## src/rtl/dpot_pkg.sv

```systemverilog
// Package: shared constants for the serial wiper controller.
// Assumes nothing beyond elaboration-time evaluation of its function.
package dpot_pkg;
    // Positions of the asynchronous input lines in the synchronizer vector
    localparam int LN_SEL   = 0;
    localparam int LN_SCK   = 1;
    localparam int LN_DIN   = 2;
    localparam int LN_SLEEP = 3;
    localparam int N_LINES  = 4;

    // Width of the channel select field; at least one bit
    function automatic int sel_width(input int n_ch);
        return (n_ch > 1) ? $clog2(n_ch) : 1;
    endfunction
endpackage

```

## src/rtl/dpot_sync_edge.sv

```systemverilog
// Module: multi-flop synchronizer for a vector of asynchronous lines.
// Assumes each line is a level whose changes need no alignment with the
// others beyond what the stage count gives; RST_VAL is the idle level.
module dpot_sync_edge #(
    parameter int W       = 4,
    parameter int STAGES  = 2,
    parameter logic [W-1:0] RST_VAL = '0
) (
    input  logic         clk,
    input  logic         rst_n,
    input  logic [W-1:0] din,
    output logic [W-1:0] level
);
    logic [W-1:0] stg [STAGES];

    // Shift each raw line through the synchronizer chain
    always_ff @(posedge clk) begin
        if (!rst_n) begin
            for (int k = 0; k < STAGES; k++) stg[k] <= RST_VAL;
        end else begin
            stg[0] <= din;
            for (int k = 1; k < STAGES; k++) stg[k] <= stg[k-1];
        end
    end

    assign level = stg[STAGES-1];
endmodule

```

## src/rtl/dpot_shift_reg.sv

```systemverilog
// Module: frame shift register with edge detection and chain output.
// Assumes synchronized inputs whose levels each last at least two clocks.
// Shifts on rising serial clock while selected, launches the far-end bit
// on falling serial clock while selected, and pulses commit on deselect.
module dpot_shift_reg #(
    parameter int FRAME_W = 10
) (
    input  logic               clk,
    input  logic               rst_n,
    input  logic               sel_n_lvl,
    input  logic               sck_lvl,
    input  logic               din_lvl,
    output logic [FRAME_W-1:0] frame,
    output logic               commit,
    output logic               dout
);
    logic sck_prev;
    logic sel_prev;
    logic sck_rise;
    logic sck_fall;
    logic [FRAME_W-1:0] frame_q;
    logic dout_q;

    assign sck_rise = sck_lvl & ~sck_prev;
    assign sck_fall = ~sck_lvl & sck_prev;
    assign commit   = sel_n_lvl & ~sel_prev;

    // Remember last levels of serial clock and select for edge detection
    always_ff @(posedge clk) begin
        if (!rst_n) begin
            sck_prev <= 1'b0;
            sel_prev <= 1'b1;
        end else begin
            sck_prev <= sck_lvl;
            sel_prev <= sel_n_lvl;
        end
    end

    // Shift one bit in at each selected rising serial clock
    always_ff @(posedge clk) begin
        if (!rst_n)
            frame_q <= '0;
        else if (sck_rise && !sel_n_lvl)
            frame_q <= {frame_q[FRAME_W-2:0], din_lvl};
    end

    // Launch the far-end bit at each selected falling serial clock
    always_ff @(posedge clk) begin
        if (!rst_n)
            dout_q <= 1'b0;
        else if (sck_fall && !sel_n_lvl)
            dout_q <= frame_q[FRAME_W-1];
    end

    assign frame = frame_q;
    assign dout  = dout_q;
endmodule

```

## src/rtl/dpot_wiper_bank.sv

```systemverilog
// Module: per-channel wiper code latches with midscale reset.
// Assumes commit is a single-cycle pulse and sel is stable with it.
// Select values at or above N_CH write nothing.
module dpot_wiper_bank #(
    parameter int N_CH   = 2,
    parameter int CODE_W = 8,
    parameter int SEL_W  = 1
) (
    input  logic                     clk,
    input  logic                     rst_n,
    input  logic                     commit,
    input  logic [SEL_W-1:0]         sel,
    input  logic [CODE_W-1:0]        code,
    output logic [N_CH*CODE_W-1:0]   codes
);
    localparam logic [CODE_W-1:0] MID = CODE_W'(1) << (CODE_W-1);

    for (genvar g = 0; g < N_CH; g++) begin : g_ch
        logic [CODE_W-1:0] code_q;

        // Load this channel's latch when the committed frame addresses it
        always_ff @(posedge clk) begin
            if (!rst_n)
                code_q <= MID;
            else if (commit && (sel == SEL_W'(g)))
                code_q <= code;
        end

        assign codes[g*CODE_W +: CODE_W] = code_q;
    end
endmodule

```

## src/rtl/dpot_switch_ctl.sv

```systemverilog
// Module: per-channel terminal switch controls driven by sleep.
// Assumes sleep_lvl is already synchronized; controls register once more.
module dpot_switch_ctl #(
    parameter int N_CH = 2
) (
    input  logic            clk,
    input  logic            rst_n,
    input  logic            sleep_lvl_n,
    output logic [N_CH-1:0] a_open,
    output logic [N_CH-1:0] w_short
);
    for (genvar g = 0; g < N_CH; g++) begin : g_sw
        // Open A and short wiper to B while sleep is requested; safe at reset
        always_ff @(posedge clk) begin
            if (!rst_n) begin
                a_open[g]  <= 1'b1;
                w_short[g] <= 1'b1;
            end else begin
                a_open[g]  <= ~sleep_lvl_n;
                w_short[g] <= ~sleep_lvl_n;
            end
        end
    end
endmodule

```

## src/rtl/dpot_ctrl.sv

```systemverilog
// Module: top of the two-channel serial wiper controller.
// Assumes serial lines are asynchronous and slow against clk (each level
// held at least SYNC_STAGES+2 cycles). Address low bits pick the channel;
// higher address bits are accepted for frame length only.
module dpot_ctrl #(
    parameter int N_CH        = 2,
    parameter int CODE_W      = 8,
    parameter int ADDR_W      = 2,
    parameter int SYNC_STAGES = 2
) (
    input  logic                   clk,
    input  logic                   rst_n,
    input  logic                   ser_cs_n,
    input  logic                   ser_clk,
    input  logic                   ser_din,
    input  logic                   sleep_n,
    output logic                   ser_dout,
    output logic [N_CH*CODE_W-1:0] wiper_code,
    output logic [N_CH-1:0]        term_a_open,
    output logic [N_CH-1:0]        wiper_to_b
);
    import dpot_pkg::*;

    localparam int FRAME_W = ADDR_W + CODE_W;
    localparam int SEL_W   = sel_width(N_CH);
    localparam logic [N_LINES-1:0] SYNC_RST = N_LINES'(1) << LN_SEL;

    logic [N_LINES-1:0] raw_lines;
    logic [N_LINES-1:0] sync_lines;
    logic [FRAME_W-1:0] frame;
    logic               commit;

    assign raw_lines[LN_SEL]   = ser_cs_n;
    assign raw_lines[LN_SCK]   = ser_clk;
    assign raw_lines[LN_DIN]   = ser_din;
    assign raw_lines[LN_SLEEP] = sleep_n;

    dpot_sync_edge #(
        .W       (N_LINES),
        .STAGES  (SYNC_STAGES),
        .RST_VAL (SYNC_RST)
    ) u_sync (
        .clk   (clk),
        .rst_n (rst_n),
        .din   (raw_lines),
        .level (sync_lines)
    );

    dpot_shift_reg #(
        .FRAME_W (FRAME_W)
    ) u_shift (
        .clk       (clk),
        .rst_n     (rst_n),
        .sel_n_lvl (sync_lines[LN_SEL]),
        .sck_lvl   (sync_lines[LN_SCK]),
        .din_lvl   (sync_lines[LN_DIN]),
        .frame     (frame),
        .commit    (commit),
        .dout      (ser_dout)
    );

    // Address bits above the channel select carry no meaning
    if (ADDR_W > SEL_W) begin : g_addr_pad
        logic unused_addr_hi;
        assign unused_addr_hi = ^frame[FRAME_W-1:CODE_W+SEL_W];
    end

    dpot_wiper_bank #(
        .N_CH   (N_CH),
        .CODE_W (CODE_W),
        .SEL_W  (SEL_W)
    ) u_bank (
        .clk    (clk),
        .rst_n  (rst_n),
        .commit (commit),
        .sel    (frame[CODE_W +: SEL_W]),
        .code   (frame[CODE_W-1:0]),
        .codes  (wiper_code)
    );

    dpot_switch_ctl #(
        .N_CH (N_CH)
    ) u_sw (
        .clk         (clk),
        .rst_n       (rst_n),
        .sleep_lvl_n (sync_lines[LN_SLEEP]),
        .a_open      (term_a_open),
        .w_short     (wiper_to_b)
    );
endmodule

```

## config.mk

```make
export PLATFORM = sky130hd
export DESIGN_NAME = dpot_ctrl
export DESIGN_NICKNAME = d
export VERILOG_FILES = /design/src/rtl/dpot_pkg.sv /design/src/rtl/dpot_sync_edge.sv /design/src/rtl/dpot_shift_reg.sv /design/src/rtl/dpot_wiper_bank.sv /design/src/rtl/dpot_switch_ctl.sv /design/src/rtl/dpot_ctrl.sv
export SDC_FILE = /design/constraint.sdc
export NUM_CORES = 1
export LEC_CHECK = 0
export BUFFER_PORTS_ARGS = -buffer_cell sky130_fd_sc_hd__buf_2
export CAP_MARGIN = 15
export CORE_MARGIN = 2
export CORE_UTILIZATION = 30
export CTS_BUF_LIST = sky130_fd_sc_hd__clkbuf_16
export CTS_CLUSTER_DIAMETER = 120
export DETAILED_ROUTE_END_ITERATION = 12
export PLACE_DENSITY = 0.53
export RECOVER_POWER = 25
export SLEW_MARGIN = 20
export SYNTH_ARGS = -nofsm -noshare
export SYNTH_HDL_FRONTEND = slang
export SYNTH_HIERARCHICAL = 1
export SYNTH_SLANG_ARGS = --single-unit
export TNS_END_PERCENT = 1
```

## constraint.sdc

```tcl
create_clock -name clk -period 1.6 [get_ports clk]
set_clock_uncertainty 0.05 [all_clocks]
set_input_delay 0.32 -clock clk [delete_from_list [all_inputs] [get_ports clk]]
set_output_delay 0.32 -clock clk [all_outputs]
set_load 0.005 [all_outputs]
```

==> summary.md <==
Synthesis
• 137 — syn nets
• 6 — warning count from the yosys run
• 0.554 — sequential share of the synthesized area
• 0.00137 mm^2 — cell area after technology mapping
• 38 — number of flip-flops and latches in the synthesized netlist
• 131 — gate count after technology mapping
• 10.5 um^2 — syn_area_per_cell
• 0.176 — Simple-Gate Fraction of Synth Area
• 0 — adder and majority gate portion of the synthesized area
• multiplexers — largest family of logic cells by synthesized area
• 15 — post-synth cell types
• 0.0109 — post-synthesis compound-gate area fraction
• 0 — xor and xnor area share after synthesis
• 0.182 — mux share of post-synthesis cell area

Clock network
• 2 — H-tree depth reported by CTS
• 38 — clock sink count
• 0 — number of buffers inserted by hold repair at cts
• 2 — maximum buffer depth of the clock tree
• sky130_fd_sc_hd__clkbuf_16 — Clk Tree Root Cell
• 0.05 ns — clock transition at the registers of the reported paths
• 0.27 ns — clk_lat worst skew
• 0 — post-CTS resize count
• 0 — Post-CTS Setup Bufs
• built — TritonCTS clock tree
• 5 — total CTS buffers

STA
• 0.814 ns — transition at the pin with the smallest max-transition slack
• 0 ns — sum of negative setup slack
• 0.457 — headroom to the max-slew limit
• 1.39 ns — Final min period
• 719 MHz — maximum clock frequency
• 0 — Hold Fails Final Rpt
• 0 — count of final max-slew check failures
• false — RSZ-0062 raised after global routing
• 0 — final number of setup-violating endpoints
• 0.870 — portion of the clock cycle consumed by the worst path in the final layout

Final layout
• 0.227 — layout cell share with drive strength beyond 1
• 18.4% — area delta synth->final
• 455 — fill cell instance count of the final layout
• 0 — ANT cells
• 161 — nets@finish
• 0.371 — Post-Route Utilization

Placed design
• 0.682 — final weighted congestion in routability-driven placement
• 26 — count of input and output buffers
• 1550 um — dpl hpwl

Outcome
• finished, final reports clean — run status

Hold path
• input port to flop — min-delay worst type

Power and ir drop
• 0.631 nW — leakage dissipation
• 1160 mW/mm^2 — Power per Cell Area
• 1.89 mW — Pwr Total
• 0.389 mV — worst-case vdd ir drop

Floorplanning
• 71.6 um — x dimension of the die
• 0.00513 mm^2 — total die area
• 71.6 um — Die Span Y
• 24 — Cell Rows
• 0.313 — initial core utilization
• 27 — number of top-level pins
• 0.00438 mm^2 — core area

Worst setup path
• 5 — maximum fanout along the worst path
• flop to flop — Setup CP Type
• 1.75 ns — critical path data required time
• flop — Worst setup SP type
• 1.54 ns — arrival time of data at the critical path endpoint
• flop — category of the worst setup path capture point

Global routing
• 0 — antenna violations before repair
• 891 — via count of the first global-routing pass
• 47 — pin count of the biggest net entering global routing
• 0.0997 — overall global routing resource usage
• 3880 um — first-pass GRT wire length
• 0 — total congestion overflow after global routing

Routing
• 2320 um — Total Routed Length
• 0 — drt drc
• 4 — number of optimization iterations in the first detailed-route pass
• 4.37 — Vias per Instance
• 40 — Initial DRC Count
• 11.3 um — average detailed-routed wire length per instance
• 0 — number of nets still failing antenna checks after routing
• 900 — total vias in the final route

Job
• 0 — max-capacitance violation count

[where the power goes]
part / total [mW] / leakage, nW / switching (mW) / internal [mW]
sequential: 0.964 / 0.308 / 0.00436 / 0.960
clock: 0.882 / 0.0632 / 0.330 / 0.553
combinational: 0.0429 / 0.260 / 0.0253 / 0.0176
total: 1.89 / 0.631 / 0.360 / 1.53
[metrics by stage]
stage | hold WS (ns) | setup WS [ns] | cell area (um^2) | instances
2_1_floorplan | 0.336 | 0.416 | 1370 | 131
3_3_place_gp | 0.296 | 0.273 | 1510 | 200
3_5_place_dp | 0.300 | 0.180 | 1510 | 200
4_1_cts | 0.173 | 0.186 | 1640 | 206
5_1_grt | 0.184 | 0.0734 | 1630 | 206
6_report | 0.178 | 0.208 | 1630 | 206
[synthesized netlist by cell type]
| master | count | share of area |
|---|---|---|
| sky130_fd_sc_hd__and2_1 | 8 | 0.036 |
| sky130_fd_sc_hd__buf_2 | 3 | 0.011 |
| sky130_fd_sc_hd__buf_4 | 8 | 0.044 |
| sky130_fd_sc_hd__buf_6 | 2 | 0.016 |
| sky130_fd_sc_hd__dfxtp_1 | 38 | 0.55 |
| sky130_fd_sc_hd__inv_1 | 2 | 0.0055 |
| sky130_fd_sc_hd__mux2i_1 | 25 | 0.18 |
| sky130_fd_sc_hd__nand2_1 | 34 | 0.093 |
| sky130_fd_sc_hd__nand2b_1 | 3 | 0.014 |
| sky130_fd_sc_hd__nand3_1 | 1 | 0.0036 |
| sky130_fd_sc_hd__nand3b_1 | 1 | 0.0055 |
| sky130_fd_sc_hd__nor2b_1 | 2 | 0.0091 |
| sky130_fd_sc_hd__nor3b_1 | 1 | 0.0055 |
| sky130_fd_sc_hd__nor3b_2 | 1 | 0.0091 |
| sky130_fd_sc_hd__o211ai_1 | 2 | 0.011 |
[cell families (layout without fill, tap and decap cells)]
group | count (synthesis) | count (layout)
AOI/OAI and AO/OA | 2 | 2
DFF | 38 | 38
muxes | 25 | 25
and+or+nand+nor | 51 | 51
buffers and inverters | 15 | 38
[final cells by class]
class	count	area (um^2)	share of cell area
repair buffers	30	156	0.0962
inverters	2	7.51	0.00462
flip-flops and latches	38	761	0.468
well taps	52	65.1	0.0400
clock buffers	5	125	0.0770
multi-input cells	78	507	0.312
clock inverters	1	3.75	0.00231
[metal layers]
layer | part of all wire | wire (um) | GRT usage
met1 | 0.45 | 1030 | 0.112
met3 | 0.062 | 145 | 0.0436
met4 | 0.023 | 53 | 0.0566
met2 | 0.47 | 1090 | 0.157
met5 | 0 | 0 | 0
[flip-flops by register name, summed over array words and instances (netlist names)]
register and flops:
u_sw/a_open 1, u_shift/frame 10, u_shift/dout 1, u_shift/sck_prev 1, u_shift/sel_prev 1, u_sync/stg 8
u_bank/g_ch.code_q 16
[critical path, stage by stage, from the launching register on]
cell                      delay, ns
sky130_fd_sc_hd__dfxtp_1       0.37
sky130_fd_sc_hd__nor2b_1       0.24
sky130_fd_sc_hd__and2_1        0.28
sky130_fd_sc_hd__buf_4         0.20
sky130_fd_sc_hd__mux2i_1       0.19
[layout by cell type (no fill, tap or decap), drive strengths merged]
cell / synthesis / final
dfxtp: 38 / 38
nand2: 34 / 34
buf: 13 / 28
mux2i: 25 / 25
and2: 8 / 8
clkbuf: 0 / 7
nand2b: 3 / 3
nor2b: 2 / 2
inv: 2 / 2
o211ai: 2 / 2
nor3b: 2 / 2
clkinv: 0 / 1
nand3b: 1 / 1
nand3: 1 / 1
[worst paths after layout]
kind / depth (start not counted) / slack (ns) / from / endpoint
min reg2reg: 1 / 0.31 / u_sync/stg[0][7] / u_sw/a_open[1]
max: 4 / 0.21 / u_sync/stg[0][4] / u_bank/g_ch[1].code_q[3]
max reg2reg: 4 / 0.21 / u_sync/stg[0][4] / u_bank/g_ch[1].code_q[3]
min: 2 / 0.18 / ser_cs_n / u_sync/stg[0][0]
Note: power is estimated with default switching activity, not from simulation.
